===== src/rtl/rdmah_pkg.sv =====
package rdmah_pkg;
   typedef struct packed {
      logic uns;
      logic sub;
      logic xchg;
   } mode_t;

   function automatic logic mode_rejected(mode_t m);
      return m.uns & (m.sub | m.xchg);
   endfunction
endpackage


===== src/rtl/rdmah_lane_pick.sv =====
module rdmah_lane_pick #(
   parameter int LANE_W = 32,
   parameter int LANES  = 4,
   localparam int VEC_W = LANE_W * LANES,
   localparam int IDX_W = $clog2(LANES)
) (
   input  logic [VEC_W-1:0]  vec_n,
   input  logic [VEC_W-1:0]  vec_m,
   input  logic [IDX_W-1:0]  idx,
   input  logic              xchg,
   output logic [LANE_W-1:0] op_n,
   output logic [LANE_W-1:0] op_m
);
   logic [LANE_W-1:0] n_arr [LANES];
   logic [LANE_W-1:0] m_arr [LANES];
   logic [IDX_W-1:0]  n_idx;

   for (genvar g = 0; g < LANES; g++) begin : g_split
      assign n_arr[g] = vec_n[g*LANE_W +: LANE_W];
      assign m_arr[g] = vec_m[g*LANE_W +: LANE_W];
   end

   always_comb begin
      n_idx = xchg ? (idx ^ IDX_W'(1)) : idx;
      op_n  = n_arr[n_idx];
      op_m  = m_arr[idx];
   end
endmodule


===== src/rtl/rdmah_mul.sv =====
module rdmah_mul #(
   parameter int LANE_W = 32,
   localparam int PROD_W = 2 * LANE_W
) (
   input  logic              uns,
   input  logic [LANE_W-1:0] a,
   input  logic [LANE_W-1:0] b,
   output logic [PROD_W-1:0] prod
);
   logic signed [LANE_W:0]   a_x, b_x;
   logic signed [PROD_W+1:0] full;
   logic                     unused_prod_top;

   always_comb begin
      a_x  = {(~uns) & a[LANE_W-1], a};
      b_x  = {(~uns) & b[LANE_W-1], b};
      full = a_x * b_x;
      prod = full[PROD_W-1:0];
   end

   assign unused_prod_top = ^full[PROD_W+1:PROD_W];
endmodule


===== src/rtl/rdmah_acc_step.sv =====
module rdmah_acc_step #(
   parameter int WIDE_W = 72,
   parameter int PROD_W = 64,
   parameter int GUARD  = 8
) (
   input  logic              uns,
   input  logic              subtract,
   input  logic              active,
   input  logic [WIDE_W-1:0] acc,
   input  logic [PROD_W-1:0] prod,
   output logic [WIDE_W-1:0] acc_next
);
   localparam logic [WIDE_W-1:0] RND = WIDE_W'(1) << (GUARD - 1);
   logic [WIDE_W-1:0] p_ext, sum;

   always_comb begin
      p_ext    = uns ? {{(WIDE_W-PROD_W){1'b0}}, prod}
                     : {{(WIDE_W-PROD_W){prod[PROD_W-1]}}, prod};
      sum      = subtract ? (acc - p_ext) : (acc + p_ext);
      acc_next = active ? (sum + RND) : acc;
   end
endmodule


===== src/rtl/rdmah_unit.sv =====
module rdmah_unit #(
   parameter int LANE_W = 32,
   parameter int LANES  = 4,
   parameter int ACC_W  = 64,
   parameter int GUARD  = 8,
   localparam int VEC_W  = LANE_W * LANES,
   localparam int MASK_W = VEC_W / 8,
   localparam int HALF_W = ACC_W / 2
) (
   input  logic              clk,
   input  logic              rst_n,
   input  logic              start,
   input  logic [VEC_W-1:0]  vec_n,
   input  logic [VEC_W-1:0]  vec_m,
   input  logic [HALF_W-1:0] acc_hi_in,
   input  logic [HALF_W-1:0] acc_lo_in,
   input  logic [MASK_W-1:0] pred_mask,
   input  logic              unsigned_mode,
   input  logic              sub_odd,
   input  logic              exchange,
   output logic              busy,
   output logic              done,
   output logic              illegal,
   output logic [HALF_W-1:0] res_hi,
   output logic [HALF_W-1:0] res_lo
);
   import rdmah_pkg::*;

   localparam int WIDE_W = ACC_W + GUARD;
   localparam int PROD_W = 2 * LANE_W;
   localparam int IDX_W  = $clog2(LANES);
   localparam int LANE_B = LANE_W / 8;

   if (LANES < 2 || LANES % 2 != 0) begin : g_chk_lanes
      $error("rdmah_unit: LANES must be even and at least 2");
   end
   if (LANE_W % 8 != 0) begin : g_chk_lane_w
      $error("rdmah_unit: LANE_W must be a whole number of bytes");
   end
   if (GUARD < 1 || PROD_W > WIDE_W) begin : g_chk_guard
      $error("rdmah_unit: GUARD too small for product width");
   end
   if (ACC_W % 2 != 0) begin : g_chk_acc
      $error("rdmah_unit: ACC_W must be even");
   end

   logic              busy_q, done_q, ill_q;
   logic [IDX_W-1:0]  idx_q;
   logic [WIDE_W-1:0] acc_q, acc_nxt;
   logic [VEC_W-1:0]  n_q, m_q;
   logic [LANES-1:0]  act_q, act_in;
   mode_t             mode_q, mode_in;
   logic [ACC_W-1:0]  res_q;
   logic [LANE_W-1:0] op_n, op_m;
   logic [PROD_W-1:0] prod;
   logic              lane_on, last_lane;
   logic              unused_mask;

   for (genvar g = 0; g < LANES; g++) begin : g_act
      assign act_in[g] = pred_mask[g*LANE_B];
   end
   assign unused_mask = ^pred_mask;

   assign mode_in   = '{uns: unsigned_mode, sub: sub_odd, xchg: exchange};
   assign lane_on   = act_q[idx_q];
   assign last_lane = (idx_q == IDX_W'(LANES - 1));

   rdmah_lane_pick #(.LANE_W(LANE_W), .LANES(LANES)) u_pick (
      .vec_n(n_q), .vec_m(m_q), .idx(idx_q), .xchg(mode_q.xchg),
      .op_n(op_n), .op_m(op_m)
   );

   rdmah_mul #(.LANE_W(LANE_W)) u_mul (
      .uns(mode_q.uns), .a(op_n), .b(op_m), .prod(prod)
   );

   rdmah_acc_step #(.WIDE_W(WIDE_W), .PROD_W(PROD_W), .GUARD(GUARD)) u_step (
      .uns(mode_q.uns), .subtract(mode_q.sub & idx_q[0]), .active(lane_on),
      .acc(acc_q), .prod(prod), .acc_next(acc_nxt)
   );

   always_ff @(posedge clk) begin
      if (!rst_n) begin
         busy_q <= 1'b0;
         done_q <= 1'b0;
         ill_q  <= 1'b0;
         idx_q  <= '0;
         acc_q  <= '0;
         n_q    <= '0;
         m_q    <= '0;
         act_q  <= '0;
         mode_q <= '0;
         res_q  <= '0;
      end else begin
         done_q <= 1'b0;
         ill_q  <= 1'b0;
         if (busy_q) begin
            acc_q <= acc_nxt;
            if (last_lane) begin
               busy_q <= 1'b0;
               done_q <= 1'b1;
               res_q  <= acc_nxt[WIDE_W-1:GUARD];
            end else begin
               idx_q <= idx_q + 1'b1;
            end
         end else if (start) begin
            if (mode_rejected(mode_in)) begin
               done_q <= 1'b1;
               ill_q  <= 1'b1;
               res_q  <= {acc_hi_in, acc_lo_in};
            end else begin
               busy_q <= 1'b1;
               idx_q  <= '0;
               acc_q  <= {acc_hi_in, acc_lo_in, GUARD'(0)};
               n_q    <= vec_n;
               m_q    <= vec_m;
               act_q  <= act_in;
               mode_q <= mode_in;
            end
         end
      end
   end

   assign busy    = busy_q;
   assign done    = done_q;
   assign illegal = ill_q;
   assign res_hi  = res_q[ACC_W-1:HALF_W];
   assign res_lo  = res_q[HALF_W-1:0];

   AST_LANE_ASCENDING: assert property (@(posedge clk) disable iff (!rst_n)
      busy_q && !last_lane |=> idx_q == IDX_W'($past(idx_q) + 1'b1));
   AST_NO_DONE_WHILE_BUSY: assert property (@(posedge clk) disable iff (!rst_n)
      busy_q |-> !done_q);
   AST_BUSY_ENDS_IN_DONE: assert property (@(posedge clk) disable iff (!rst_n)
      busy_q && last_lane |=> done_q && !busy_q);
   AST_IDLE_LANE_NO_CHANGE: assert property (@(posedge clk) disable iff (!rst_n)
      busy_q && !lane_on |=> acc_q == $past(acc_q));
   AST_ILLEGAL_WITH_DONE: assert property (@(posedge clk) disable iff (!rst_n)
      ill_q |-> done_q);
   AST_RESULT_HELD: assert property (@(posedge clk) disable iff (!rst_n)
      !done_q |-> $stable(res_q));
endmodule


===== config.mk =====
export PLATFORM = sky130hd
export DESIGN_NAME = rdmah_unit
export DESIGN_NICKNAME = d
export VERILOG_FILES = /design/src/rtl/rdmah_pkg.sv /design/src/rtl/rdmah_lane_pick.sv /design/src/rtl/rdmah_mul.sv /design/src/rtl/rdmah_acc_step.sv /design/src/rtl/rdmah_unit.sv
export SDC_FILE = /design/constraint.sdc
export NUM_CORES = 2
export LEC_CHECK = 0
export ABC_CLOCK_PERIOD_IN_PS = 24600
export CAP_MARGIN = 10
export CORE_MARGIN = 5
export CORE_UTILIZATION = 31
export DETAILED_ROUTE_END_ITERATION = 6
export DONT_BUFFER_PORTS = 1
export GPL_TIMING_DRIVEN = 0
export MAX_ROUTING_LAYER = met4
export PLACE_DENSITY = 0.51
export SKIP_LAST_GASP = 1
export SLEW_MARGIN = 10
export SYNTH_ARGS = -nofsm -noshare
export SYNTH_HDL_FRONTEND = slang
export SYNTH_SLANG_ARGS = --single-unit

===== constraint.sdc =====
create_clock -name clk -period 24.6 [get_ports clk]
set_input_delay 4.92 -clock clk [delete_from_list [all_inputs] [get_ports clk]]
set_output_delay 4.92 -clock clk [all_outputs]
set_load 0.05 [all_outputs]

Word level (Yosys, flattened, before mapping)

Cells that the tools add are included.

Register bits: 404
Input port bits: 342
Output and inout port bits: 67
Word-level logic and storage cells: 77

Add/sub/neg operators: 4
$mul: 1
$lt $le $gt $ge: 3
Equal/unequal tests: 5
Muxes and demuxes: 31
Bitwise gates (word level): 12
Reduce and logical (&&, ||, !) cells: 8

Operators with widths:

| kind                                                                          | count |
|---|---|
| 72-bit 2-to-1 mux                                                             | 6 |
| 64-bit 2-to-1 mux                                                             | 4 |
| 32-bit binary-select mux with 2-bit select                                    | 2 |
| 32-bit 2-to-1 mux                                                             | 4 |
| 72-bit adder                                                                  | 1 |
| 72-bit by 8-bit adder with 72-bit output (second input constant)              | 1 |
| 72-bit subtractor                                                             | 1 |
| 33-bit by 33-bit multiplier with 64-bit output                                | 1 |
| 3-bit AND reduction                                                           | 4 |
| 1-bit 2-to-1 mux                                                              | 10 |
| 2-bit 2-to-1 mux                                                              | 4 |
| 3-bit >= comparator (second input constant)                                   | 2 |
| 2-bit inverter with 3-bit output                                              | 2 |
| 1-bit inverter                                                                | 5 |
| 1-bit bitwise AND                                                             | 4 |
| 2-bit by 1-bit inequality test with 1-bit output (second input constant)      | 2 |
| 2-bit inequality test (second input constant)                                 | 2 |
| 2-bit nonzero test                                                            | 2 |
| 2-bit by 3-bit less-than comparator with 1-bit output (second input constant) | 1 |
| 2-bit by 1-bit adder with 2-bit output (second input constant)                | 1 |
| 1-bit binary-select mux with 2-bit select                                     | 1 |
| 2-bit equality test (second input constant)                                   | 1 |
| 2-bit AND reduction                                                           | 1 |
| 2-bit OR reduction                                                            | 1 |
| 1-bit OR                                                                      | 1 |

Logic depth before layout (Yosys ltp)

Depth after elaboration: 15
Mapped depth: 58
Depth with buffers taken out: 51

Modules after synthesis

Synthesis repeated with hierarchy kept, for this count alone.

Cells, all modules: 7601
Area total of the unflattened synthesis: 66148.4 µm²

Modules (own cells, without submodules):

| module          | instances | cells an instance | area each (µm²) | sequential area each (µm²) |
|---|---|---|---|---|
| rdmah_mul       | 1         | 4154              | 37840.0         | 0.0 |
| rdmah_unit      | 1         | 1932              | 17715.7         | 8087.8 |
| rdmah_acc_step  | 1         | 1436              | 9036.2          | 0.0 |
| rdmah_lane_pick | 1         | 79                | 1556.5          | 0.0 |

Worst setup path after synthesis

OpenSTA, ideal clock, no wires.

Path type: register -> register
Start: register idx_q[0]
End: register res_q[59]
Setup time: 0.139 ns
Arrival: 14.061 ns
Required time: 24.461 ns
Slack: 10.400 ns
Stages on the path, launching flop included: 51
Path buffers: 7
Clock period less this slack: 14.200 ns
Cells stage by stage: dfxtp_1 > clkbuf_1 > clkbuf_1 > buf_1 > buf_1 > clkbuf_1 > mux2i_1 > nand2_1 > o21ai_1 > clkbuf_1 > nor2_1 > fa_1 > fa_1 > inv_1 > fa_1 > fa_1 > inv_1 > fa_1 > (+15 left out) > nand2_1 > o21ai_0 > xnor2_1 > ha_1 > clkbuf_1 > a21oi_1 > a21oi_1 > a211o_1 > a21o_2 > a2111oi_2 > nand2_1 > xor2_1 > or4b_2 > nor3_1 > and4_1 > xor2_1 > a221oi_1 > a211oi_1

Word-level cells in the longest chain between the ends: 15
Elaborated cells on any way between the ends: 27
Classes of those cells: add/sub: 3; mul: 1; eq/ne: 2; mux: 14; bitwise: 6; reduce/logical: 1

Ends and longest elaborated chain:

| element                                                | RTL line              | text |
|---|---|---|
| start: declaration                                     | rdmah_unit.sv:48      | `logic [IDX_W-1:0] idx_q;` |
| start signal: assignment                               | rdmah_unit.sv:104     | `idx_q <= idx_q + 1'b1;` |
| 1-bit inverter (no source line)                        | --                    |  |
| 1-bit 2-to-1 mux                                       | rdmah_lane_pick.sv:24 | `n_idx = xchg ? (idx ^ IDX_W'(1)) : idx;` |
| 2-bit inverter with 3-bit output (implied by the code) | rdmah_lane_pick.sv:25 | `op_n = n_arr[n_idx];` |
| 32-bit binary-select mux with 2-bit select             | rdmah_lane_pick.sv:25 |  |
| 32-bit 2-to-1 mux (implied by the code) (2 in a row)   | rdmah_lane_pick.sv:25 |  |
| 1-bit bitwise AND                                      | rdmah_mul.sv:15       | `a_x = {(~uns) & a[LANE_W-1], a};` |
| 33-bit by 33-bit multiplier with 64-bit output         | rdmah_mul.sv:17       | `full = a_x * b_x;` |
| 72-bit 2-to-1 mux                                      | rdmah_acc_step.sv:17  | `p_ext = uns ? {{(WIDE_W-PROD_W){1'b0}}, prod}` |
| 72-bit adder or 72-bit subtractor (tied branches)      | rdmah_acc_step.sv:19  | `sum = subtract ? (acc - p_ext) : (acc + p_ext);` |
| 72-bit 2-to-1 mux                                      | rdmah_acc_step.sv:19  |  |
| 72-bit by 8-bit adder with 72-bit output               | rdmah_acc_step.sv:20  | `acc_next = active ? (sum + RND) : acc;` |
| 72-bit 2-to-1 mux                                      | rdmah_acc_step.sv:20  |  |
| 64-bit 2-to-1 mux                                      | rdmah_unit.sv:99      | `if (last_lane) begin` |
| 64-bit 2-to-1 mux                                      | rdmah_unit.sv:97      | `if (busy_q) begin` |
| end signal: assignment                                 | rdmah_unit.sv:102     | `res_q <= acc_nxt[WIDE_W-1:GUARD];` |
| end signal: assignment                                 | rdmah_unit.sv:110     | `res_q <= {acc_hi_in, acc_lo_in};` |
| end: declaration                                       | rdmah_unit.sv:53      | `logic [ACC_W-1:0] res_q;` |

Parallel ways exist; a longest one is shown, timed or not. The select of a mux whose other input is x is not followed.
A chain may end at the register's enable or synchronous reset.

Worst setup path in the final report

Same ends and word-level chain as after synthesis.

==> metrics.txt <==
number of global-route vias before repair 57567; Worst-path clk slew 0.06 ns; #FFs+latches synth 404; FF-to-FF setup slack 3.19 ns; critical path class reg -> reg; crit share post-route 0.870; post-synthesis mux area share 0.0170; setup_tns 0 ns; IO Pins 409; synth warn 0; worst clock skew 0.0568 ns; hold path endpoint m_q[115]$_SDFFE_PN0P_; number of H-tree levels 2; setup violators final 0; crit path max-delay cell type clkbuf_1; final instance area 0.0687 mm²; reg-to-reg endpoint res_q[59]$_SDFFE_PN0P_; Final Max Slew Viols 0; nets@finish 9602; clock sinks 404; Peak Freq 46.7 MHz; Antenna Nets Post-Route 0; XOR/XNOR Fraction of Synth Area 0.0322; RSZ-0062 raised after global routing no; Unique masters post-synth 115; Setup crit start kind flip-flop; maximum vdd drop 0.0548 mV; Leak 29.8 nW; Synthesized Nets 9527; ys flop type dfxtp_1; postcts setup bufs 0; Fin. Hold Viols 0; maximum clock insertion buffer count 3; hold path startpoint m_q[115]$_SDFFE_PN0P_; synthesis-to-layout area growth 8.51%; WL final 309000 µm; Mapped Avg Cell Area 8.14 µm²; Placed Area 0.0671 mm²; reg2reg start idx_q[0]$_SDFFE_PN0P_; Critical Path End Type flip-flop; Core Rows 165; Worst Path Required 25.10 ns; CTS tree yes; slowest stage delay, CP 1.05 ns; Post-Synth Adder-Cell Area 0.413; total of max-cap violations 0; drc violations 0; Layout fillers 21904; share of cells above drive strength 1 0.0384; initial antenna violation count 20; cts bufs inserted 46; largest net degree at the start of global routing 25; main combinational cell family by area after synthesis adder cells; PwrDens 73.3 mW/mm²; root buffer cell clkbuf_16; Period minus WS final 21.41 ns; most frequent CP cell fa_1; vias per inst 5.40; placer congestion estimate 1.03; Syn Inst Count 7773; routed via count 57103; Worst Path Buf+Inv 13; Placed Cells 10469; first-pass GRT wire length 433000 µm; DR pass1 iterations 6; number of enable flip-flop cells after synthesis 0; Arrival @ worst endpoint 21.91 ns; hpwl dp 266000 µm; Die Area 0.213 mm²; fin cells 10572; Skew-Pair Late Insertion Delay 0.68 ns; worst min path class reg -> reg; die height 462 µm; WL/cell 29.3 µm; Seq/Total Area, Yosys 0.128; Slew HR 0.0207; port bufs 0; Worst Tran Pin Value 1.45 ns; Overall Global Routing Usage 0.294; Async SR Flop Fraction 0; Initial Util 0.312; GRT Residual Overflow 0; compound-gate portion of the synthesized area 0.128; FF-to-FF path depth 53; cts repair resizes 0; Die X 462 µm; Core ar. 0.203 mm²; status finished clean; critical path peak fanout 10; Post-Syn Area 0.0633 mm²; Hold Buf Count CTS 0; DR iter-0 viols 5076; simple-gate share of the synthesized area 0.185; Cells on Worst Hold Path 2; family with the most delay on the worst path buffers and inverters
## how the worst max path moves through the flow
stage / from / to / slack (ns) / cells after the start
2_1_floorplan: idx_q[0]$_SDFFE_PN0P_ / res_q[59]$_SDFFE_PN0P_ / 10.40 / 50
3_3_place_gp: idx_q[0]$_SDFFE_PN0P_ / acc_q[67]$_SDFFE_PN0P_ / 3.23 / 53
3_5_place_dp: idx_q[0]$_SDFFE_PN0P_ / res_q[59]$_SDFFE_PN0P_ / 3.55 / 53
4_1_cts: idx_q[0]$_SDFFE_PN0P_ / res_q[59]$_SDFFE_PN0P_ / 3.47 / 53
5_1_grt: idx_q[0]$_SDFFE_PN0P_ / acc_q[67]$_SDFFE_PN0P_ / 2.72 / 53
6_report: idx_q[0]$_SDFFE_PN0P_ / res_q[59]$_SDFFE_PN0P_ / 3.19 / 53
## cell usage in the layout (no fill, tap or decap), drive strengths merged, types with 13 or more instances in the layout
master	instances
mux4	14
mux2	23
a21oi	559
o21a	82
a221oi	14
clkinv	14
and2	88
fa	1126
and4	25
o21bai	24
or3	27
dfxtp	404
xor2	88
a211o	13
nand4	66
ha	286
a31oi	31
a21o	46
nand3	92
xnor2	144
and3	27
nor4	34
nor2	715
nor2b	19
mux2i	50
nor3	74
nand2b	18
diode	18
a211oi	121
clkbuf	458
o211ai	30
o21ai	249
inv	1144
buf	82
or2	18
nand2	1490
## state kept, by name, indices dropped and copies added, names as in the netlist
signal and flops:
acc_q 72, act_q 4, busy 1, done 1, idx_q 2, illegal 1, m_q 128, mode_q 3
n_q 128, res_q 64
## Yosys cell counts, drive strengths merged, types with 8 or more instances
cell	number	area (µm²)
mux2i	50	500
o211ai	30	225
a31oi	31	194
o21bai	24	180
mux2	23	259
inv	1144	4290
nand3	92	460
a211oi	121	943
a21oi	559	2820
o22ai	8	50.1
nand2	1490	5600
nor2b	19	119
and4	25	229
nor2	715	2680
buf	56	324
nor3	74	375
xnor2	144	1260
xor2	88	778
o31ai	11	96.3
nor4	34	246
ha	286	3580
fa	1126	22500
nand4	66	440
a21o	46	350
o21a	82	616
or4	8	67.6
nand2b	18	113
a21boi	11	82.6
or3	27	174
mux4	14	315
and3	27	175
o21ai	249	1250
clkbuf	392	1530
or2	18	113
and2	88	552
nor3b	10	75.1
a311oi	10	100
a2111oi	12	163
a22oi	9	67.6
a211o	13	115
dfxtp	404	8090
a221oi	14	129
## worst reg2reg max path: cells and delay by family, from the launching register on
kind / cells / cell delay [ns]
buffers and inverters: 13 / 5.53
adder cells (fa/ha/maj): 10 / 4.88
AND/OR/NAND/NOR: 16 / 4.74
AO/OA/AOI/OAI: 9 / 4.03
multiplexers: 1 / 0.98
XOR/XNOR: 4 / 0.75
flip-flops: 1 / 0.33
## routing by layer
layer / up-vias / GRT usage / wire length (µm) / share of wire
met5: - / - / 0 / 0
met4: 0 / 0.139 / 18400 / 0.060
met3: 502 / 0.0529 / 24100 / 0.078
met2: 2491 / 0.457 / 139000 / 0.45
met1: 29304 / 0.371 / 127000 / 0.41
li1: 24806 / - / - / -
## report_power, final
part / switching [mW] / internal [mW] / total (mW)
combinational: 2.39 / 1.17 / 3.56
sequential: 0.0645 / 0.697 / 0.762
clock: 0.314 / 0.395 / 0.709
## stage by stage
step / hold slack (ns) / setup slack [ns] / total power [mW] / utilization
floorplan: 0.433 / 10.40 / 3.14 / -
global placement: 0.439 / 3.23 / 4.26 / 0.329
detailed placement: 0.447 / 3.55 / 4.29 / 0.331
CTS: 0.456 / 3.47 / 5.02 / 0.338
global route: 0.471 / 2.72 / 5.38 / 0.339
finish: 0.454 / 3.19 / 5.03 / 0.339
## layout make-up
type	count	area, µm²	area share
Clock buffer	65	1310	0.0191
Tap cell	2672	3340	0.0487
Inverter	1145	4300	0.0626
Antenna cell	18	45.0	0.000656
Sequential cell	404	8090	0.118
Timing Repair Buffer	27	354	0.00516
Multi-Input combinational cell	5774	49200	0.716
Clock inverter	17	190	0.00277
Buffer	450	1880	0.0274
## kinds of logic after synthesis
family / Yosys count
flops: 404
buf+inv: 1595
fa+ha+maj: 1412
mux: 87
simple gates: 2738
compound gates: 1305
xor+xnor: 232
Power figures use the tool's default switching activity.
